## src/rtl/irq_pkg.sv

```systemverilog
// Shared types for the interrupt request priority core.
// Assumes: nothing beyond the standard.
package irq_pkg;
    // Encoding of the read-back select flag.
    typedef enum logic {
        RB_INSERVICE = 1'b0,
        RB_PENDING   = 1'b1
    } rb_sel_e;
endpackage

```

## src/rtl/irq_edge_detect.sv

```systemverilog
// Per-line rising-edge detector.
// Assumes: pins are already synchronous to clk.
module irq_edge_detect #(
    parameter int LINES = 8
) (
    input  logic             clk,
    input  logic             rst_n,
    input  logic [LINES-1:0] pins,
    output logic [LINES-1:0] prev_q,
    output logic [LINES-1:0] rise
);
    for (genvar g = 0; g < LINES; g++) begin : g_line
        // Remember last level of this pin.
        always_ff @(posedge clk) begin
            if (!rst_n) prev_q[g] <= 1'b0;
            else        prev_q[g] <= pins[g];
        end
        // Rising transition seen this cycle.
        assign rise[g] = pins[g] & ~prev_q[g];
    end
endmodule

```

## src/rtl/irq_prio_enc.sv

```systemverilog
// Finds the highest-numbered set bit of a vector.
// Assumes: the caller checks 'hit' before using 'idx'.
module irq_prio_enc #(
    parameter int LINES = 8,
    localparam int IDX_W = $clog2(LINES)
) (
    input  logic [LINES-1:0] vec,
    output logic [IDX_W-1:0] idx,
    output logic             hit
);
    // Scan upward so the last set bit wins.
    always_comb begin
        idx = '0;
        for (int i = 0; i < LINES; i++) begin
            if (vec[i]) idx = IDX_W'(i);
        end
        hit = |vec;
    end
endmodule

```

## src/rtl/irq_req_state.sv

```systemverilog
// Pending and in-service registers, and the interrupt pulse.
// Order inside one cycle: acknowledge, then EOI, then new edges.
// Assumes: ack_line/ack_hit describe the current pending register.
module irq_req_state #(
    parameter int LINES = 8,
    localparam int IDX_W = $clog2(LINES)
) (
    input  logic             clk,
    input  logic             rst_n,
    input  logic [LINES-1:0] rise,
    input  logic [LINES-1:0] mask_val,
    input  logic             ack,
    input  logic             ack_hit,
    input  logic [IDX_W-1:0] ack_line,
    input  logic             auto_eoi,
    input  logic             eoi_any,
    input  logic             eoi_one,
    input  logic [IDX_W-1:0] eoi_line,
    output logic [LINES-1:0] irr_q,
    output logic [LINES-1:0] isr_q,
    output logic             pulse_q
);
    // Index of highest set bit.
    function automatic logic [IDX_W-1:0] top_set(input logic [LINES-1:0] v);
        top_set = '0;
        for (int i = 0; i < LINES; i++) begin
            if (v[i]) top_set = IDX_W'(i);
        end
    endfunction

    // True when no bit at position l or above is set.
    function automatic logic clear_from(input logic [LINES-1:0] v,
                                        input logic [IDX_W-1:0] l);
        clear_from = ((v >> l) == '0);
    endfunction

    logic [LINES-1:0] irr_a, isr_a, isr_n, irr_n, taken;
    logic             eoi_evt, edge_ok, reeval_ok;

    // Next-state computation for both registers and the pulse.
    always_comb begin
        irr_a   = irr_q;
        isr_a   = isr_q;
        eoi_evt = 1'b0;
        if (ack && ack_hit) begin
            irr_a[ack_line] = 1'b0;
            if (auto_eoi) eoi_evt = 1'b1;
            else          isr_a[ack_line] = 1'b1;
        end
        isr_n = isr_a;
        if (eoi_any) begin
            eoi_evt = 1'b1;
            if (isr_a != '0) isr_n[top_set(isr_a)] = 1'b0;
        end
        if (eoi_one) begin
            eoi_evt = 1'b1;
            isr_n[eoi_line] = 1'b0;
        end
        taken   = rise & ~mask_val;
        irr_n   = irr_a | taken;
        edge_ok = 1'b0;
        for (int i = 0; i < LINES; i++) begin
            if (taken[i] && clear_from(isr_n, IDX_W'(i))) edge_ok = 1'b1;
        end
        reeval_ok = eoi_evt && (irr_n != '0) && clear_from(isr_n, top_set(irr_n));
    end

    // Register update.
    always_ff @(posedge clk) begin
        if (!rst_n) begin
            irr_q   <= '0;
            isr_q   <= '0;
            pulse_q <= 1'b0;
        end else begin
            irr_q   <= irr_n;
            isr_q   <= isr_n;
            pulse_q <= edge_ok | reeval_ok;
        end
    end
endmodule

```

## src/rtl/irq_vector_out.sv

```systemverilog
// Registers the vector returned for each acknowledge.
// Assumes: LINES is a power of two no wider than VEC_W allows.
module irq_vector_out #(
    parameter int LINES = 8,
    parameter int VEC_W = 8,
    localparam int IDX_W = $clog2(LINES)
) (
    input  logic             clk,
    input  logic             rst_n,
    input  logic             ack,
    input  logic             ack_hit,
    input  logic [IDX_W-1:0] ack_line,
    input  logic [VEC_W-1:0] vec_base,
    input  logic [LINES-1:0] cascade_bits,
    input  logic             resp_present,
    input  logic [VEC_W-1:0] resp_vector,
    output logic [VEC_W-1:0] vector_q
);
    logic [VEC_W-1:0] base_hi, vec_d;

    // Select the vector source for this acknowledge.
    always_comb begin
        base_hi = {vec_base[VEC_W-1:IDX_W], IDX_W'(0)};
        if (!ack_hit)
            vec_d = base_hi | VEC_W'(LINES - 1);
        else if (resp_present && cascade_bits[ack_line])
            vec_d = resp_vector;
        else
            vec_d = base_hi | VEC_W'(ack_line);
    end

    // Hold the vector until the next acknowledge.
    always_ff @(posedge clk) begin
        if (!rst_n)   vector_q <= '0;
        else if (ack) vector_q <= vec_d;
    end
endmodule

```

## src/rtl/irq_prio_core.sv

```systemverilog
// Top of the interrupt request priority core.
// Assumes: all inputs are synchronous to clk; strobes are one cycle wide.
module irq_prio_core
    import irq_pkg::*;
#(
    parameter int LINES = 8,
    parameter int VEC_W = 8,
    localparam int IDX_W = $clog2(LINES)
) (
    input  logic             clk,
    input  logic             rst_n,
    input  logic [LINES-1:0] irq_pins,
    input  logic [LINES-1:0] mask_val,
    input  logic             ack,
    input  logic             eoi_any,
    input  logic             eoi_one,
    input  logic [IDX_W-1:0] eoi_line,
    input  logic [VEC_W-1:0] vec_base,
    input  logic             auto_eoi,
    input  logic             rdsel_we,
    input  logic             rdsel_val,
    input  logic [LINES-1:0] cascade_bits,
    input  logic             resp_present,
    input  logic [VEC_W-1:0] resp_vector,
    output logic [VEC_W-1:0] vector,
    output logic             irq_pulse,
    output logic [LINES-1:0] readback
);
    logic [LINES-1:0] pin_prev, rise, irr_q, isr_q;
    logic [IDX_W-1:0] ack_line;
    logic             ack_hit;
    rb_sel_e          rb_sel_q;

    irq_edge_detect #(.LINES(LINES)) u_edge (
        .clk(clk), .rst_n(rst_n), .pins(irq_pins),
        .prev_q(pin_prev), .rise(rise)
    );

    irq_prio_enc #(.LINES(LINES)) u_enc (
        .vec(irr_q), .idx(ack_line), .hit(ack_hit)
    );

    irq_req_state #(.LINES(LINES)) u_state (
        .clk(clk), .rst_n(rst_n), .rise(rise), .mask_val(mask_val),
        .ack(ack), .ack_hit(ack_hit), .ack_line(ack_line),
        .auto_eoi(auto_eoi), .eoi_any(eoi_any), .eoi_one(eoi_one),
        .eoi_line(eoi_line), .irr_q(irr_q), .isr_q(isr_q), .pulse_q(irq_pulse)
    );

    irq_vector_out #(.LINES(LINES), .VEC_W(VEC_W)) u_vec (
        .clk(clk), .rst_n(rst_n), .ack(ack), .ack_hit(ack_hit),
        .ack_line(ack_line), .vec_base(vec_base), .cascade_bits(cascade_bits),
        .resp_present(resp_present), .resp_vector(resp_vector), .vector_q(vector)
    );

    // Read-back select flag, resets to the pending register.
    always_ff @(posedge clk) begin
        if (!rst_n)        rb_sel_q <= RB_PENDING;
        else if (rdsel_we) rb_sel_q <= rb_sel_e'(rdsel_val);
    end

    // Read-back multiplexer.
    assign readback = (rb_sel_q == RB_PENDING) ? irr_q : isr_q;
endmodule

```

## config.mk

```make
export PLATFORM = sky130hd
export DESIGN_NAME = irq_prio_core
export DESIGN_NICKNAME = d
export VERILOG_FILES = /design/src/rtl/irq_pkg.sv /design/src/rtl/irq_edge_detect.sv /design/src/rtl/irq_prio_enc.sv /design/src/rtl/irq_req_state.sv /design/src/rtl/irq_vector_out.sv /design/src/rtl/irq_prio_core.sv
export SDC_FILE = /design/constraint.sdc
export NUM_CORES = 1
export LEC_CHECK = 0
export BUFFER_PORTS_ARGS = -buffer_cell sky130_fd_sc_hd__buf_2
export CORE_ASPECT_RATIO = 0.5
export CORE_MARGIN = 2
export CORE_UTILIZATION = 35
export CTS_BUF_LIST = sky130_fd_sc_hd__clkbuf_8
export DETAILED_ROUTE_END_ITERATION = 8
export REMOVE_ABC_BUFFERS = 1
export SYNTH_ARGS = -nofsm -noshare
export SYNTH_HDL_FRONTEND = slang
export SYNTH_SLANG_ARGS = --single-unit
```

## constraint.sdc

```tcl
create_clock -name clk -period 3.75 [get_ports clk]
set_clock_uncertainty 0.15 [all_clocks]
set_input_delay 0.375 -clock clk [delete_from_list [all_inputs] [get_ports clk]]
set_output_delay 0.375 -clock clk [all_outputs]
set_load 0.03 [all_outputs]
```

======== After elaboration in Yosys (flattened, before gate mapping) ========
Index checks and enable logic that the tools add are counted.
Widths: inputs -> output; s select.
operators by class
  magnitude comparators ................... 6
  shifts and indexed selects .............. 1
  multiplexer cells ....................... 52
  bitwise gates (word level) .............. 28
  reduce and logical (&&, ||, !) cells .... 27
operators with widths
  cell                count
  $logic_not 8->1     9
  $mux 8              9
  $mux 3              14
  $and 8x8->8         4
  $not 8->8           4
  $mux 1              19
  $or 8x8->8          2
  $reduce_bool 8->1   2
  $logic_and 1x1->1   15
  $lt 3x4->1 const B  3
  $mux 2              6
  $demux 1 s3         3
  $ge 3x1->1 const B  3
  $and 1x1->1         8
  $not 1->1           8
  $or 8x3->8          1
  $reduce_or 8->1     1
  $shr 8x3->8         1
  $bmux 1 s3          1
  $or 1x1->1          1
storage, ports and cells
  register bits ........................... 34
  bits of input ports ..................... 52
  output and inout port bits .............. 17
  word-level logic and storage cells ...... 127

======== Logic depth before layout (Yosys ltp) ========
Gate-level depths: netlist of the first run.
  depth after elaboration ................. 44
  depth in mapped cells ................... 9
  gate-level depth less buffers ........... 8

======== By module ========
From an unflattened synthesis of the first run, not the netlist that was laid out.
second synthesis, totals
  cell total of the unflattened synthesis .. 250
  area total of the unflattened synthesis .. 2125.8 µm²
by module, submodules not included
  module           instances  cells an instance  area each (µm²)
  irq_req_state    1          144                1149.9
  irq_vector_out   1          58                 484.2
  irq_edge_detect  1          24                 260.2
  irq_prio_core    1          12                 165.2
  irq_prio_enc     1          12                 66.3

======== Least setup slack after synthesis of the first run ========
OpenSTA, ideal clock, no wires.
  path type ............................... register to register
  from .................................... register u_state.irr_q[4]
  to ...................................... register u_state.pulse_q
  library setup time ...................... 0.127 ns
  data arrival time ....................... 2.195 ns
  path slack .............................. 1.278 ns
  cell stages (with the launch flop) ...... 10
  path buffers ............................ 1
  period minus slack after synthesis ...... 2.472 ns
  path through ............................ dfxtp_1 > buf_6 > or4_4 > nor3_1 > a21o_1 > nor4b_1 > o31ai_1 > a32oi_1 > o2111ai_1 > nand3_1
between the ends
  word-level cells in the longest chain between the ends .. 41
RTL lines
  what                                                                   line                                      text
  start: declaration                                                     irq_req_state.sv:19                       output logic [LINES-1:0] irr_q,
  start signal: assignment                                               irq_req_state.sv:75                       irr_q <= irr_n;
  $mux 3 (4 in a row)                                                    irq_prio_enc.sv:15                        if (vec[i]) idx = IDX_W'(i);
  $lt 3x4->1 (implied by the code) / $ge 3x1->1 (equally long branches)  irq_req_state.sv:46, irq_req_state.sv:48
  $logic_and 1x1->1 (implied by the code)                                irq_req_state.sv:46, irq_req_state.sv:48
  $mux 1 (implied by the code)                                           irq_req_state.sv:46, irq_req_state.sv:48
  $demux 1 s3                                                            --
  $or 8x8->8 (no source line)                                            --
  $mux 8                                                                 irq_req_state.sv:47                       if (auto_eoi) eoi_evt = 1'b1;
  $mux 8                                                                 irq_req_state.sv:45                       if (ack && ack_hit) begin
  [... 15 more ...]                                                      --
  $mux 8                                                                 irq_req_state.sv:53                       if (isr_a != '0) isr_n[top_set(isr_a)] = 1'b0;
  $mux 8                                                                 irq_req_state.sv:51                       if (eoi_any) begin
  $and 8x8->8 (no source line)                                           --
  $mux 8                                                                 irq_req_state.sv:55                       if (eoi_one) begin
  $logic_not 8->1                                                        irq_req_state.sv:34                       clear_from = ((v >> l) == '0);
  $logic_and 1x1->1                                                      irq_req_state.sv:63                       if (taken[i] && clear_from(isr_n, IDX_W'(i))) edge_ok = 1'b1;
  $mux 1 (8 in a row)                                                    irq_req_state.sv:63
  $or 1x1->1 (*)                                                         irq_req_state.sv:77                       pulse_q <= edge_ok | reeval_ok;
  end signal: assignment                                                 irq_req_state.sv:77
  end: declaration                                                       irq_req_state.sv:21                       output logic pulse_q
Every way passes the cells marked *; elsewhere a longest branch is shown, timed or not. The select of a mux whose other input is x is not followed.
A chain may end at the register's enable or synchronous reset.

======== Final worst setup path of the first run ========
Ends and elaborated chain as after synthesis.

==> results.ini, run 1 <==
[run_status]
status=finished, final reports clean

[cts]
cts_sinks=34
post-cts-setup-buffer-count=0
root_buffer=clkbuf_8
cts_max_path_buffers=2
cts_hold_buf=0
ctsResizeCount=0
cts_tree=done
cts_made_buffers=5
htree_levels=2
clk_latency_ns=0.28
cts.clk_slew.worst_paths_ns=0.07

[layout]
num-fill-cells=554
syn2layout_area_growth_pct=23.9
antenna_cells=0
fin_nets=368
final_core_util_pct=46.3
layout-drive-gt1-share_pct=33.8

[worst_hold_path]
hold_path.class=in -> reg
holdPathStages=2
min_to=u_edge.prev_q[0]$_SDFF_PN0_
min_from=irq_pins[0]

[timing]
holdWs_ns=0.153
finalHoldViolations=0
fin_tns_setup_ns=0
rsz0062_at_grt=no
fin_crit_sh_pct=78.0
slew_viol_final=0
setup_viol=0
clock.fmax_mhz=342
post-route-min-period_ns=2.93
worst_pin_slew_ns=0.726
slew-limit-headroom_pct=51.3

[worst_setup_path]
worstPathCellList=or4_4, nor3_1, a21o_1, nor4b_1, o31ai_1, a32oi_1, o2111ai_1, nand3_1
worstPathRequired_ns=3.76
r2r_cells=8
r2r-end=u_state.pulse_q$_SDFF_PN0_
crit_fanout=9
cpPeakStageDelay_ns=0.62
start_kind=register
r2r_slack_ns=0.82
worstSetupPathType=reg -> reg
cp_slowest_cell=or4_4
crit_path_end_kind=register
timing.rr.start=u_state.irr_q[4]$_SDFF_PN0_
crit_arrival_ns=2.94

[synthesis]
synthTopCellsByArea=dfxtp_1 32%, nand2_1 4.8%, nor2_1 4.6%
ys_ff_latch=34
yosysTopAreaCell=dfxtp_1
ys.flop_type=dfxtp_1
yosysWarnings=0
synth-edff-count=0
avgSynthCellArea_sq_um=8.33
yosysTopAreaCellShare_pct=32.3
async_reset_ff_share_pct=0
netlist_area_sq_um=2110
yosysUniqueCellTypes=63
ys_seq_area_share_pct=32.3
syn_inst=253

[drt]
routed_wl_um=6280
drtIter0Drc=130
vias=2162
first_pass_iters=4
postRouteAntennaNets=0
route.detailed.drc=0
vias_per_cell=5.54
wl_per_cell_um=16.1

[floorplan]
fp.dieArea_sq_um=6700
boundaryPins=69
initial_core_util_pct=37.4
die_h_um=58.9
core_sq_um=5630
rows=19
die_w_um=114

[global_routing]
grt_use_total_pct=19.7
grt_pass1_wl_um=10200
first_global_vias=2112
grt_overflow=0
antenna_found_initial=0
grt_max_degree=21

[pwr]
p_leak_nw=1.16
powerDensity_nw_per_um2=423
peakVddDrop_v=0.000172

[placement]
io_buffers=65
place_congestion=0.927
dp_hpwl_um=4890

[job]
max-cap-violations=0

-- where the power goes --
group / switching [mW] / internal, mW
logic: 0.167 / 0.108
clock network: 0.143 / 0.284
registers: 0.0214 / 0.383
-- synthesized netlist by cell type, types with 3 or more instances --
library cell  number
or3_1              3
nor3_1             6
a211oi_1           9
nand4_1            3
nand3_1            6
inv_1              3
and2_1            12
a31oi_1            3
dfxtp_1           34
mux2_2             7
or2_2              3
a21oi_1           18
nor2_1            26
clkbuf_1           6
mux2i_1            7
o21ai_0           16
nor3b_1            3
and2b_2            3
buf_6              3
nand2_1           27
-- layer usage --
layer | vias up | routed length (um) | global-route usage [%]
li1 | 1062 | - | -
met1 | 998 | 2830 | 26.4
met2 | 94 | 2670 | 29.9
met3 | 8 | 707 | 7.11
met4 | 0 | 72 | 5.92
met5 | - | 0 | 0
-- registers in the layout, summed over array words and instances (netlist names) --
signal / cells
u_state.pulse_q: 1
u_edge.prev_q: 8
u_vec.vector_q: 8
u_state.isr_q: 8
u_state.irr_q: 8
rb_sel_q: 1
-- kinds of logic after synthesis --
| logic type | after synthesis | share of synthesized area (%) |
|---|---|---|
| AOI/OAI and AO/OA | 78 | 26.9 |
| muxes | 14 | 7.06 |
| and+or+nand+nor | 113 | 29.7 |
| buffers and inverters | 13 | 3.56 |
| adders and majority gates | 1 | 0.475 |
| DFF | 34 | 32.3 |
-- placed cells by master, fill, tap and decap left out, types with 6 or more instances in the layout --
cell type	instances
mux2i_1	7
nand2_1	27
a211oi_1	9
o21ai_0	16
nor3_1	6
nor2_1	26
buf_2	65
nand3_1	6
a21oi_1	18
mux2_2	7
dfxtp_1	34
clkbuf_8	6
and2_1	12
-- through the flow --
stage / instance area [sq um] / instances / power [mW] / setup WS, ns
floorplan: 2040 / 243 / 0.589 / 1.31
global placement: 2470 / 382 / 0.681 / 0.863
detailed placement: 2470 / 382 / 0.683 / 0.827
CTS: 2610 / 390 / 1.11 / 0.870
global route: 2610 / 390 / 1.16 / 0.611
finish: 2610 / 390 / 1.11 / 0.823
-- critical path, delay by kind of cell, from the launching register on --
family,cells,cell delay (ns)
AOI/OAI and AO/OA,4,1.03
DFF,1,0.44
and+or+nand+nor,4,1.18
-- worst max-delay path by stage --
stage                           startpoint                         end  slack [ns]
6_report       u_state.irr_q[4]$_SDFF_PN0_  u_state.pulse_q$_SDFF_PN0_        0.82
5_1_grt        u_state.irr_q[4]$_SDFF_PN0_  u_state.pulse_q$_SDFF_PN0_        0.61
4_1_cts        u_state.irr_q[4]$_SDFF_PN0_  u_state.pulse_q$_SDFF_PN0_        0.87
3_5_place_dp                           ack  u_state.pulse_q$_SDFF_PN0_        0.83
3_3_place_gp                           ack  u_state.pulse_q$_SDFF_PN0_        0.86
2_1_floorplan  u_state.irr_q[4]$_SDFF_PN0_  u_state.pulse_q$_SDFF_PN0_        1.31
-- layout make-up --
type                       count  area (sq um)  share of cell area (%)
multi-input combinational    206          1350                    51.8
sequential                    34           681                    26.1
timing repair buffer          66           333                    12.7
tap                           73          91.3                    3.50
clock buffer                   6          82.6                    3.16
clock inverter                 2          60.1                    2.30
inverter                       3          11.3                   0.431
Note: power is estimated with default switching activity, not from simulation.
==> run 2, diff against run 1 <==
==> constraint.sdc (replaced) <==
create_clock -name clk -period 2.8 [get_ports clk]
set_clock_uncertainty 0.15 [all_clocks]
set_input_delay 0.28 -clock clk [delete_from_list [all_inputs] [get_ports clk]]
set_output_delay 0.28 -clock clk [all_outputs]
set_load 0.03 [all_outputs]
==> run 2 against run 1 <==
Global-route usage is 0.62 points higher. Critical path depth is the same. Via count is 5.0% higher. Combinational power is 49% higher. Fmax up 12%. Cell count increased by 4.6%. First-iteration DRC count rose by 28%. Largest cell class unchanged. Highest routed layer unchanged.
==> results.ini, run 2 (synthesis gave the netlist of run 1 again) <==
[worst_setup_path]
worstSetupPathType=reg -> reg  ; unchanged
crit_arrival_ns=2.64  ; was 2.94 ns
crit_fanout=4  ; was 9
critPathLaunch=u_state.irr_q[4]$_SDFF_PN0_  ; unchanged
worstPathRequired_ns=2.83  ; was 3.76 ns
crit_path_end_kind=register  ; unchanged
timing.rr.start=u_state.irr_q[4]$_SDFF_PN0_  ; unchanged
start_kind=register  ; unchanged

[pwr]
netSwitchingPower_uw=466  ; was 331 uW
p_sw_share_pct=30.6  ; was 29.9%
p_leak_nw=1.26  ; was 1.16 nW
clkPwrFrac_pct=38.4  ; was 38.6%
peakVddDrop_v=0.000245  ; was 0.000172 V
p_total_mw=1.53  ; was 1.11 mW
combPwrFrac_pct=26.7  ; was 24.8%
p_int_mw=1.06  ; was 775 uW
power_frac_seq_pct=34.9  ; was 36.6%
powerDensity_nw_per_um2=555  ; was 423 nW/um^2

[global_routing]
grt_pass1_wl_um=10200  ; about the same
first_global_vias=2130  ; was 2112
grt_use_total_pct=20.3  ; was 19.7%
grt_overflow=0  ; unchanged
antenna_found_initial=0  ; unchanged
grt_max_degree=21  ; unchanged

[layout]
multi_input_area_sq_um=1360  ; was 1350 sq um
fin_nets=386  ; was 368
register_area_sq_um=681  ; unchanged
mostFrequentLayoutCell=buf_2  ; unchanged
final_core_util_pct=48.8  ; was 46.3%
antenna_cells=0  ; unchanged
syn2layout_area_growth_pct=30.5  ; was 23.9%
num-fill-cells=521  ; was 554
layout_common_cells=65 x buf_2, 34 x dfxtp_1, 27 x nand2_1  ; unchanged
layout-drive-gt1-share_pct=37.6  ; was 33.8%

[floorplan]
die_w_um=114  ; unchanged
boundaryPins=69  ; unchanged
initial_core_util_pct=37.4  ; unchanged
fp.dieArea_sq_um=6700  ; unchanged
rows=19  ; unchanged
core_sq_um=5630  ; unchanged
die_h_um=58.9  ; unchanged

[cts]
htree_levels=2  ; unchanged
post-cts-setup-buffer-count=0  ; unchanged
cts_hold_buf=0  ; unchanged
cts_made_buffers=5  ; unchanged
cts_tree=done  ; unchanged
root_buffer=clkbuf_8  ; unchanged
cts_sinks=34  ; unchanged
cts_max_path_buffers=2  ; unchanged
ctsResizeCount=0  ; unchanged
cts.clk_slew.worst_paths_ns=0.07  ; about the same
clk_latency_ns=0.30  ; was 0.28 ns

[drt]
routed_wl_um=6560  ; was 6280 um
vias=2270  ; was 2162
route.detailed.drc=0  ; unchanged
postRouteAntennaNets=0  ; unchanged
drtIter0Drc=166  ; was 130
wl_per_cell_um=16.1  ; about the same
first_pass_iters=5  ; was 4
vias_per_cell=5.56  ; was 5.54

[timing]
slew-limit-headroom_pct=55.9  ; was 51.3%
post-route-min-period_ns=2.61  ; was 2.93 ns
clock.fmax_mhz=384  ; was 342 MHz
setup_viol=0  ; unchanged
finalHoldViolations=0  ; unchanged
slew_viol_final=0  ; unchanged
fin_crit_sh_pct=93.1  ; was 78.0%
rsz0062_at_grt=no  ; unchanged
worst_pin_slew_ns=0.658  ; was 0.726 ns
fin_tns_setup_ns=0  ; unchanged

[worst_hold_path]
min_from=irq_pins[0]  ; unchanged
hold_path.class=in -> reg  ; unchanged

[placement]
dp_hpwl_um=5100  ; was 4890 um
place_congestion=0.955  ; was 0.927
io_buffers=65  ; unchanged

[job]
max-cap-violations=0  ; unchanged

[run_status]
status=finished, final reports clean  ; unchanged

[run 2: final cells by class]
class | instances | area share, %
clock buffer | 6 | 3.00
clock inverter | 2 | 2.18
inverter | 3 | 0.409
multi-input combinational | 206 | 49.3
sequential | 34 | 24.7
tap | 73 | 3.32
timing repair buffer | 84 | 17.0
[run 2: critical path, cell delays in order, from the launching register on]
cell      delay (ns)
dfxtp_1         0.34
or4_4           0.59
nor4_2          0.44
nand3b_1        0.16
a31oi_1         0.24
o21ai_0         0.17
o22a_1          0.22
o211ai_1        0.09
nand3_1         0.09
[run 2: worst paths after layout]
path | to | slack, ns | cells past startpoint
max | u_state.pulse_q$_SDFF_PN0_ | 0.19 | 8
min | u_edge.prev_q[0]$_SDFF_PN0_ | 0.05 | 2
max reg2reg | u_state.pulse_q$_SDFF_PN0_ | 0.19 | 8
min reg2reg | u_vec.vector_q[5]$_SDFFE_PN0P_ | 0.34 | 2
[run 2: through the flow]
| stage | instances | area (sq um) | hold slack (ns) | setup WS (ns) |
|---|---|---|---|---|
| after detailed placement | 400 | 2600 | 0.330 | 0.157 |
| after floorplan | 243 | 2040 | 0.192 | 0.356 |
| after global routing | 408 | 2750 | 0.0555 | 0.0127 |
| after global placement | 400 | 2600 | 0.320 | 0.192 |
| after CTS | 408 | 2750 | 0.0462 | 0.144 |
| final | 408 | 2750 | 0.0479 | 0.192 |
[run 2: metal layers]
layer | routed length [um] | global-route usage (%) | up-vias
li1 | - | - | 1102
met1 | 2980 | 27.4 | 1044
met2 | 2700 | 31.5 | 114
met3 | 796 | 5.97 | 10
met4 | 79 | 6.79 | 0
met5 | 0 | 0 | -
[run 2: power by group through the flow]
stage | combinational [mW] | clock [mW] | sequential (mW)
floorplan | 0.219 | 0 | 0.570
global placement | 0.401 | 0 | 0.543
detailed placement | 0.402 | 0 | 0.543
CTS | 0.403 | 0.591 | 0.533
global route | 0.443 | 0.609 | 0.536
finish | 0.407 | 0.586 | 0.533
